<file path="config.mk">
export PLATFORM = sky130hd
export DESIGN_NAME = gpio_irq_latch_ctrl
export DESIGN_NICKNAME = d
export VERILOG_FILES = /design/src/rtl/gpio_irq_pkg.sv /design/src/rtl/gpio_irq_sync.sv /design/src/rtl/gpio_irq_line.sv /design/src/rtl/gpio_irq_summary.sv /design/src/rtl/gpio_irq_latch_ctrl.sv
export SDC_FILE = /design/constraint.sdc
export NUM_CORES = 1
export LEC_CHECK = 0
export BUFFER_PORTS_ARGS = -buffer_cell sky130_fd_sc_hd__buf_2
export CAP_MARGIN = 20
export CORE_UTILIZATION = 45
export DETAILED_ROUTE_END_ITERATION = 8
export PLACE_DENSITY_LB_ADDON = 0.25
export SYNTH_ARGS = -nofsm -noshare
export SYNTH_HDL_FRONTEND = slang
export SYNTH_SLANG_ARGS = --single-unit
</file>
<file path="constraint.sdc">
create_clock -name clk -period 3.1 [get_ports clk]
set_clock_uncertainty 0.1 [all_clocks]
set_input_delay 0.155 -clock clk [delete_from_list [all_inputs] [get_ports clk]]
set_output_delay 0.155 -clock clk [all_outputs]
set_load 0.1 [all_outputs]
</file>
<file path="src/rtl/gpio_irq_pkg.sv">
package gpio_irq_pkg;
  localparam int CFG_W = 4;

  typedef struct packed {
    logic active_low;  // bit 3
    logic level_mode;  // bit 2
    logic latch_en;    // bit 1
    logic fwd_en;      // bit 0
  } line_cfg_t;

  // Qualifying event from current and previous synchronized samples.
  function automatic logic detect_event(line_cfg_t c, logic cur, logic prev);
    logic a_cur;
    logic a_prev;
    a_cur  = cur ^ c.active_low;
    a_prev = prev ^ c.active_low;
    return c.level_mode ? a_cur : (a_cur & ~a_prev);
  endfunction

  // Next status: a set beats an acknowledge.
  function automatic logic next_status(logic cur, logic set, logic clr);
    return set | (cur & ~clr);
  endfunction
endpackage

</file>
<file path="src/rtl/gpio_irq_sync.sv">
module gpio_irq_sync #(
  parameter int W = 8
) (
  input  logic         clk,
  input  logic         rst_n,
  input  logic [W-1:0] d,
  output logic [W-1:0] q
);
  logic [W-1:0] meta_q;
  always_ff @(posedge clk or negedge rst_n) begin
    if (!rst_n) begin
      meta_q <= '0;
      q      <= '0;
    end else begin
      meta_q <= d;
      q      <= meta_q;
    end
  end
endmodule

</file>
<file path="src/rtl/gpio_irq_line.sv">
module gpio_irq_line
  import gpio_irq_pkg::*;
(
  input  logic             clk,
  input  logic             rst_n,
  input  logic             pin_s,
  input  logic             cfg_we,
  input  logic [CFG_W-1:0] cfg_wdata,
  input  logic             ack,
  output line_cfg_t        cfg,
  output logic             status,
  output logic             evt
);
  logic prev_q;

  assign evt = detect_event(cfg, pin_s, prev_q);

  always_ff @(posedge clk or negedge rst_n) begin
    if (!rst_n) begin
      cfg    <= '0;
      prev_q <= 1'b0;
      status <= 1'b0;
    end else begin
      if (cfg_we) cfg <= line_cfg_t'(cfg_wdata);
      prev_q <= pin_s;  // tracked regardless of enables
      status <= next_status(status, evt & cfg.latch_en, ack);
    end
  end
endmodule

</file>
<file path="src/rtl/gpio_irq_summary.sv">
module gpio_irq_summary #(
  parameter int N = 8
) (
  input  logic         clk,
  input  logic         rst_n,
  input  logic [N-1:0] status,
  input  logic [N-1:0] fwd_en,
  output logic         summary
);
  always_ff @(posedge clk or negedge rst_n) begin
    if (!rst_n) summary <= 1'b0;
    else        summary <= |(status & fwd_en);
  end
endmodule

</file>
<file path="src/rtl/gpio_irq_latch_ctrl.sv">
module gpio_irq_latch_ctrl
  import gpio_irq_pkg::*;
#(
  parameter int NUM_LINES = 8,
  parameter int ADDR_W    = $clog2(NUM_LINES + 1),
  parameter int DATA_W    = (NUM_LINES > CFG_W) ? NUM_LINES : CFG_W
) (
  input  logic                 clk,
  input  logic                 rst_n,
  input  logic [NUM_LINES-1:0] pin_in,
  input  logic                 wr_en,
  input  logic [ADDR_W-1:0]    addr,
  input  logic [DATA_W-1:0]    wdata,
  output logic [DATA_W-1:0]    rdata,
  output logic                 irq_summary
);
  localparam logic [ADDR_W-1:0] STATUS_ADDR = ADDR_W'(NUM_LINES);

  logic [NUM_LINES-1:0] pin_s;
  logic [NUM_LINES-1:0] status_vec;
  logic [NUM_LINES-1:0] evt_vec;
  logic [NUM_LINES-1:0] latch_en_vec;
  logic [NUM_LINES-1:0] fwd_en_vec;
  logic [NUM_LINES-1:0] ack_vec;
  logic [NUM_LINES-1:0] cfg_we_vec;
  line_cfg_t [NUM_LINES-1:0] cfg_all;
  logic status_wr;

  gpio_irq_sync #(.W(NUM_LINES)) u_sync (
    .clk(clk), .rst_n(rst_n), .d(pin_in), .q(pin_s)
  );

  assign status_wr = wr_en && (addr == STATUS_ADDR);
  assign ack_vec   = status_wr ? wdata[NUM_LINES-1:0] : '0;

  for (genvar i = 0; i < NUM_LINES; i++) begin : g_line
    assign cfg_we_vec[i]   = wr_en && (addr == ADDR_W'(i));
    assign latch_en_vec[i] = cfg_all[i].latch_en;
    assign fwd_en_vec[i]   = cfg_all[i].fwd_en;

    gpio_irq_line u_line (
      .clk(clk), .rst_n(rst_n), .pin_s(pin_s[i]),
      .cfg_we(cfg_we_vec[i]), .cfg_wdata(wdata[CFG_W-1:0]),
      .ack(ack_vec[i]), .cfg(cfg_all[i]),
      .status(status_vec[i]), .evt(evt_vec[i])
    );
  end

  gpio_irq_summary #(.N(NUM_LINES)) u_sum (
    .clk(clk), .rst_n(rst_n), .status(status_vec),
    .fwd_en(fwd_en_vec), .summary(irq_summary)
  );

  always_comb begin
    rdata = '0;
    if (addr == STATUS_ADDR) begin
      rdata[NUM_LINES-1:0] = status_vec;
    end else begin
      for (int i = 0; i < NUM_LINES; i++) begin
        if (addr == ADDR_W'(i)) rdata[CFG_W-1:0] = cfg_all[i];
      end
    end
  end
endmodule

</file>
# Word level (Yosys, flattened, before mapping)
# Index checks and enable logic that the tools add are counted.
totals:
  word_cells: 154
  regBits: 65
  inputBits: 23
  output_inout_bits: 9
classes:
  bitwise_logic: 65
  mux: 19
  n_eq_ne: 8
  n_reduce_logical: 11
op_table:
  columns: ["operator", "n"]
  rows:
  - ["$mux 4", 10]
  - ["$and 1x1->1", 24]
  - ["$eq 4x3->1 const B", 4]
  - ["$not 1->1", 16]
  - ["$xor 1x1->1", 16]
  - ["$logic_and 1x1->1", 9]
  - ["$and 8x8->8", 1]
  - ["$eq 4x2->1 const B", 2]
  - ["$mux 1", 8]
  - ["$mux 8", 1]
  - ["$or 1x1->1", 8]
  - ["$reduce_or 8->1", 1]
  - ["$eq 4x1->1 const B", 1]
  - ["$eq 4x4->1 const B", 1]
  - ["$logic_not 4->1", 1]

# Depth between registers and ports, before layout
depth:
  ltp_word: 10
  depth_mapped: 6
  depth_no_buf: 4

# By module
# A second synthesis with hierarchy kept.
hier_totals:
  hier_cells: 235
  area_unflattened_um2: 3024.2
by_module_without_submodules:
  columns: ["module", "instances", "area_each_um2", "seq_area_each_um2", "cells_each"]
  rows:
  - ["gpio_irq_line", 8, 250.2, 150.1, 17]
  - ["gpio_irq_latch_ctrl", 1, 560.5, 0.0, 77]
  - ["gpio_irq_sync", 1, 400.4, 400.4, 16]
  - ["gpio_irq_summary", 1, 61.3, 25.0, 6]

# Worst setup path after synthesis
# No wires, ideal clock.
synth_timing:
  path_kind: "input port to output port"
  startpoint: "input port addr[0]"
  endpoint: "output port rdata[2]"
  required_ns: 2.845
  t_arrival_ns: 2.533
  setup_slack_ns: 0.312
  n_path_buf: 2
  stages: 5
  cell_sequence: "buf_4 -> buf_1 -> nand2_1 -> o32a_1 -> a31oi_1"
synth_between:
  elab_chain_len: 10
  elab_cells_between_ends: 18
  classes_between: "eq/ne (8); mux (9); reduce/logical (1)"
synth_rtl:
  columns: ["item", "line", "rtl"]
  rows:
  - ["start: declaration", "gpio_irq_latch_ctrl.sv:12", "input logic [ADDR_W-1:0] addr,"]
  - ["$logic_not 4->1", "gpio_irq_latch_ctrl.sv:60", "if (addr == ADDR_W'(i)) rdata[CFG_W-1:0] = cfg_all[i];"]
  - ["$mux 4 (8 in series)", "gpio_irq_latch_ctrl.sv:60", null]
  - ["$mux 4 *", "gpio_irq_latch_ctrl.sv:56", "if (addr == STATUS_ADDR) begin"]
  - ["end: declaration", "gpio_irq_latch_ctrl.sv:14", "output logic [DATA_W-1:0] rdata,"]
# Mark *: on every way between the ends. The rest lies on a longest branch, timed or not.

# Worst setup path in the final report
layout_timing:
  startpoint: "input port addr[1]"
  endpoint: "output port rdata[3]"
# The elaborated chain is that of the path after synthesis.

==> results.yml <==
power:
  power.density_mw_per_mm2: 692
  switching_share_pct: 28.7
  p_seq_share_pct: 48.1
  leakage_nw: 1.49
  power_frac_comb_pct: 19.4
  peakVddDrop_mv: 0.289
  clockPowerShare_pct: 32.5
  p_switching_mw: 0.672
  p_int_mw: 1.67
global_route:
  grt_max_degree: 33
  grt_pass1_wl_mm: 10.2
  antenna_found_initial: 0
  grt_overflow: 0
  grt_pass1_vias: 1989
  grt_usage_pct: 21.9
route:
  ant_nets: 0
  highest_layer: "met4"
  vias_per_cell: 5.49
  dr.first_iter.drc_count: 122
  wl_per_cell_um: 17.6
  wl_met1_mm: 2.74
  routed_wl_mm: 6.14
  firstDrtPassIters: 4
  drcViolationCount: 0
  wl_met3_um: 225
  wl_met2_mm: 3.00
  vias: 1915
timing:
  setup_viol: 0
  max_slew_margin_pct: 54.7
  fin_crit_ns: 2.19
  tightest_slew_ns: 0.680
  setup_tns_ns: 0
  drv_slew: 0
  hold_ws_ns: 0.0916
  worst_slack_ns: 0.907
  finalCritPeriodShare_pct: 70.7
  hold_viol_final: 0
  rsz0062_at_grt: "false"
  fmax_mhz: 456
yosys:
  ys.flop_type: "dfrtp_1"
  syn_area_sq_mm: 0.00283
  synthAdderAreaFrac_pct: 0
  synth_edf_count: 0
  synthTopCellsByArea: "dfrtp_1 58%, mux2_2 13%, nand2_1 3.2%, xor2_1 2.8%, mux4_2 2.4%"
  synth-seq-cells: 65
  synth-simple-area-share_pct: 11.2
  synth_largest_area_cell: "dfrtp_1"
  synth.mux.area_fraction_pct: 17.3
  synth_top_family_by_area: "multiplexers"
  ys_warn_count: 0
  syn-num-nets: 244
  async_flop_share_pct: 100
  synth_compound_gate_area_share_pct: 7.26
  synthDistinctLibCells: 40
  synthXorXnorAreaFrac_pct: 4.96
  yosysSeqAreaShare_pct: 57.5
  avgSynthCellArea_sq_um: 12.8
  synth_top_area_share_pct: 57.5
  syn_inst: 221
worst_setup_path:
  crit_type: "in2out"
  crit_path_start_kind: "input port"
  crit_chain: "buf_2 -> nor2_1 -> and2_1 -> a311oi_1 -> a21oi_1 -> buf_2"
  critPathCaptureType: "primary output"
  path_max_fanout: 22
  cp.arrival_ns: 1.94
  worstPathRequired_ns: 2.84
  slowest_delay_ns: 0.53
  cpMostUsedCell: "buf_2"
  crit_slowest_cell: "nor2_1"
  critPathTopFamily: "simple AND/OR/NAND/NOR gates"
  path_buf_inv: 2
clock_tree:
  cts_root_buf: "clkbuf_8"
  clkTransAtPathRegs_ns: 0.06
  cts_tree: "built"
  htree_levels: 3
  cts-buffers-inserted: 9
  clock_sinks: 65
  cts_setup_buffers: 0
  clockBufferDepth: 2
  clk_latency_ns: 0.34
  post_cts_resized: 0
layout:
  drive_gt1_share_pct: 31.4
  fin_area_sq_mm: 0.00339
  fill_cells: 523
  final_nets: 293
  most-common-layout-cells: "65 x dfrtp_1, 33 x mux2_2, 31 x buf_2, 24 x nand2_1, 13 x dlygate4sd3_1"
  antenna_cells: 0
  syn_to_final_growth_pct: 19.9
  stdcell_count: 349
  final_common_cell: "dfrtp_1"
run_status:
  status: "complete, no violations"
place:
  place_ws_ns: 0.925
  post_dp_cell_area_sq_mm: 0.00305
  port_buffers: 31
  placedCellCount: 321
  place_congestion: 0.859
  place_hpwl_mm: 4.39
floorplan:
  core_sq_mm: 0.00599
  start_util_pct: 47.2
  ios: 32
  fp.dieH_um: 81.3
  die_x_um: 81.3
  rows: 28
  die_area_sq_mm: 0.00660
hold_path:
  min_path_type: "in2reg"
job:
  maxCapViolations: 0
==> final cells by class <==
type                    count  area, sq um  area share, %
flip-flops and latches     65         1630           48.0
well taps                  75         93.8           2.77
repair buffers             46          300           8.86
inverters                   2         7.51          0.222
clock inverters             3         65.1           1.92
multi-input cells         146         1150           33.9
clock buffers              12          145           4.28
==> cells in the mapped netlist (all sizes together), types with 2 or more instances <==
master / n
a21o: 2
a21oi: 3
a22oi: 4
a311oi: 2
and3: 5
buf: 7
dfrtp: 65
inv: 2
mux2: 33
mux2i: 5
mux4: 3
nand2: 25
nand2b: 2
nand3: 4
nand4: 2
nor2: 13
nor2b: 2
nor3b: 2
nor4: 2
o21ai: 2
o221ai: 2
o22ai: 2
o2bb2ai: 7
xnor2: 7
xor2: 9
==> sequential cells by signal, indices dropped and copies added, names as in the netlist <==
name	count
g_line.u_line.status	8
u_sync.q	8
g_line.u_line.prev_q	8
u_sum.summary	1
u_sync.meta_q	8
g_line.u_line.cfg	32
==> metal layers <==
metal | GRT usage (%) | up-vias
li1 | - | 891
met1 | 27.5 | 965
met2 | 34.2 | 44
met3 | 5.28 | 15
met4 | 13.6 | 0
met5 | 0 | -
==> per-stage QoR <==
| step | utilization (%) | total power [mW] |
|---|---|---|
| after floorplan | - | 1.44 |
| after global placement | 50.9 | 1.57 |
| after detailed placement | 50.9 | 1.58 |
| after CTS | 56.6 | 2.37 |
| after global routing | 56.6 | 2.45 |
| final | 56.6 | 2.34 |
==> worst reg2reg max path, delay by kind of cell, from the launching register on <==
kind / cells / cell delay, ns
DFF: 1 / 0.42
and+or+nand+nor: 1 / 0.06
AOI/OAI and AO/OA: 1 / 0.25
xor gates and xnor gates: 1 / 0.16
==> cell families (layout without fill, tap and decap cells) <==
family | Yosys count | in the layout
flip-flops | 65 | 65
multiplexers | 41 | 41
AO/OA/AOI/OAI | 27 | 27
XOR/XNOR | 16 | 16
buffers and inverters | 10 | 63
AND/OR/NAND/NOR | 62 | 62
==> final timing paths <==
check                                        startpoint                      end  slack (ns)  depth (start not counted)
worst min register to register         u_sync.meta_q[6]              u_sync.q[6]        0.25                          0
min in group asynchronous                         rst_n  g_line[6].u_line.cfg[0]        0.29                          2
worst max-delay path                            addr[1]                 rdata[3]        0.91                          6
worst max register to register  g_line[6].u_line.cfg[3]  g_line[6].u_line.status        1.99                          3
max in group asynchronous                         rst_n  g_line[3].u_line.cfg[0]        1.92                          3
worst min-delay path                           wdata[0]  g_line[0].u_line.status        0.09                          3
==> timing repair <==
action | in CTS | in global routing
endpoints found under the hold margin | 42 | 0
hold buffers | 13 | 0
setup endpoints to repair | 0 | 0
==> power groups by stage <==
stage / Clock, mW / Combinational [mW] / Sequential [mW]
floorplan: 0 / 0.339 / 1.10
global placement: 0 / 0.433 / 1.14
detailed placement: 0 / 0.444 / 1.14
CTS: 0.780 / 0.458 / 1.13
global route: 0.812 / 0.495 / 1.15
finish: 0.762 / 0.455 / 1.13
Note: power is estimated with default switching activity, not from simulation.
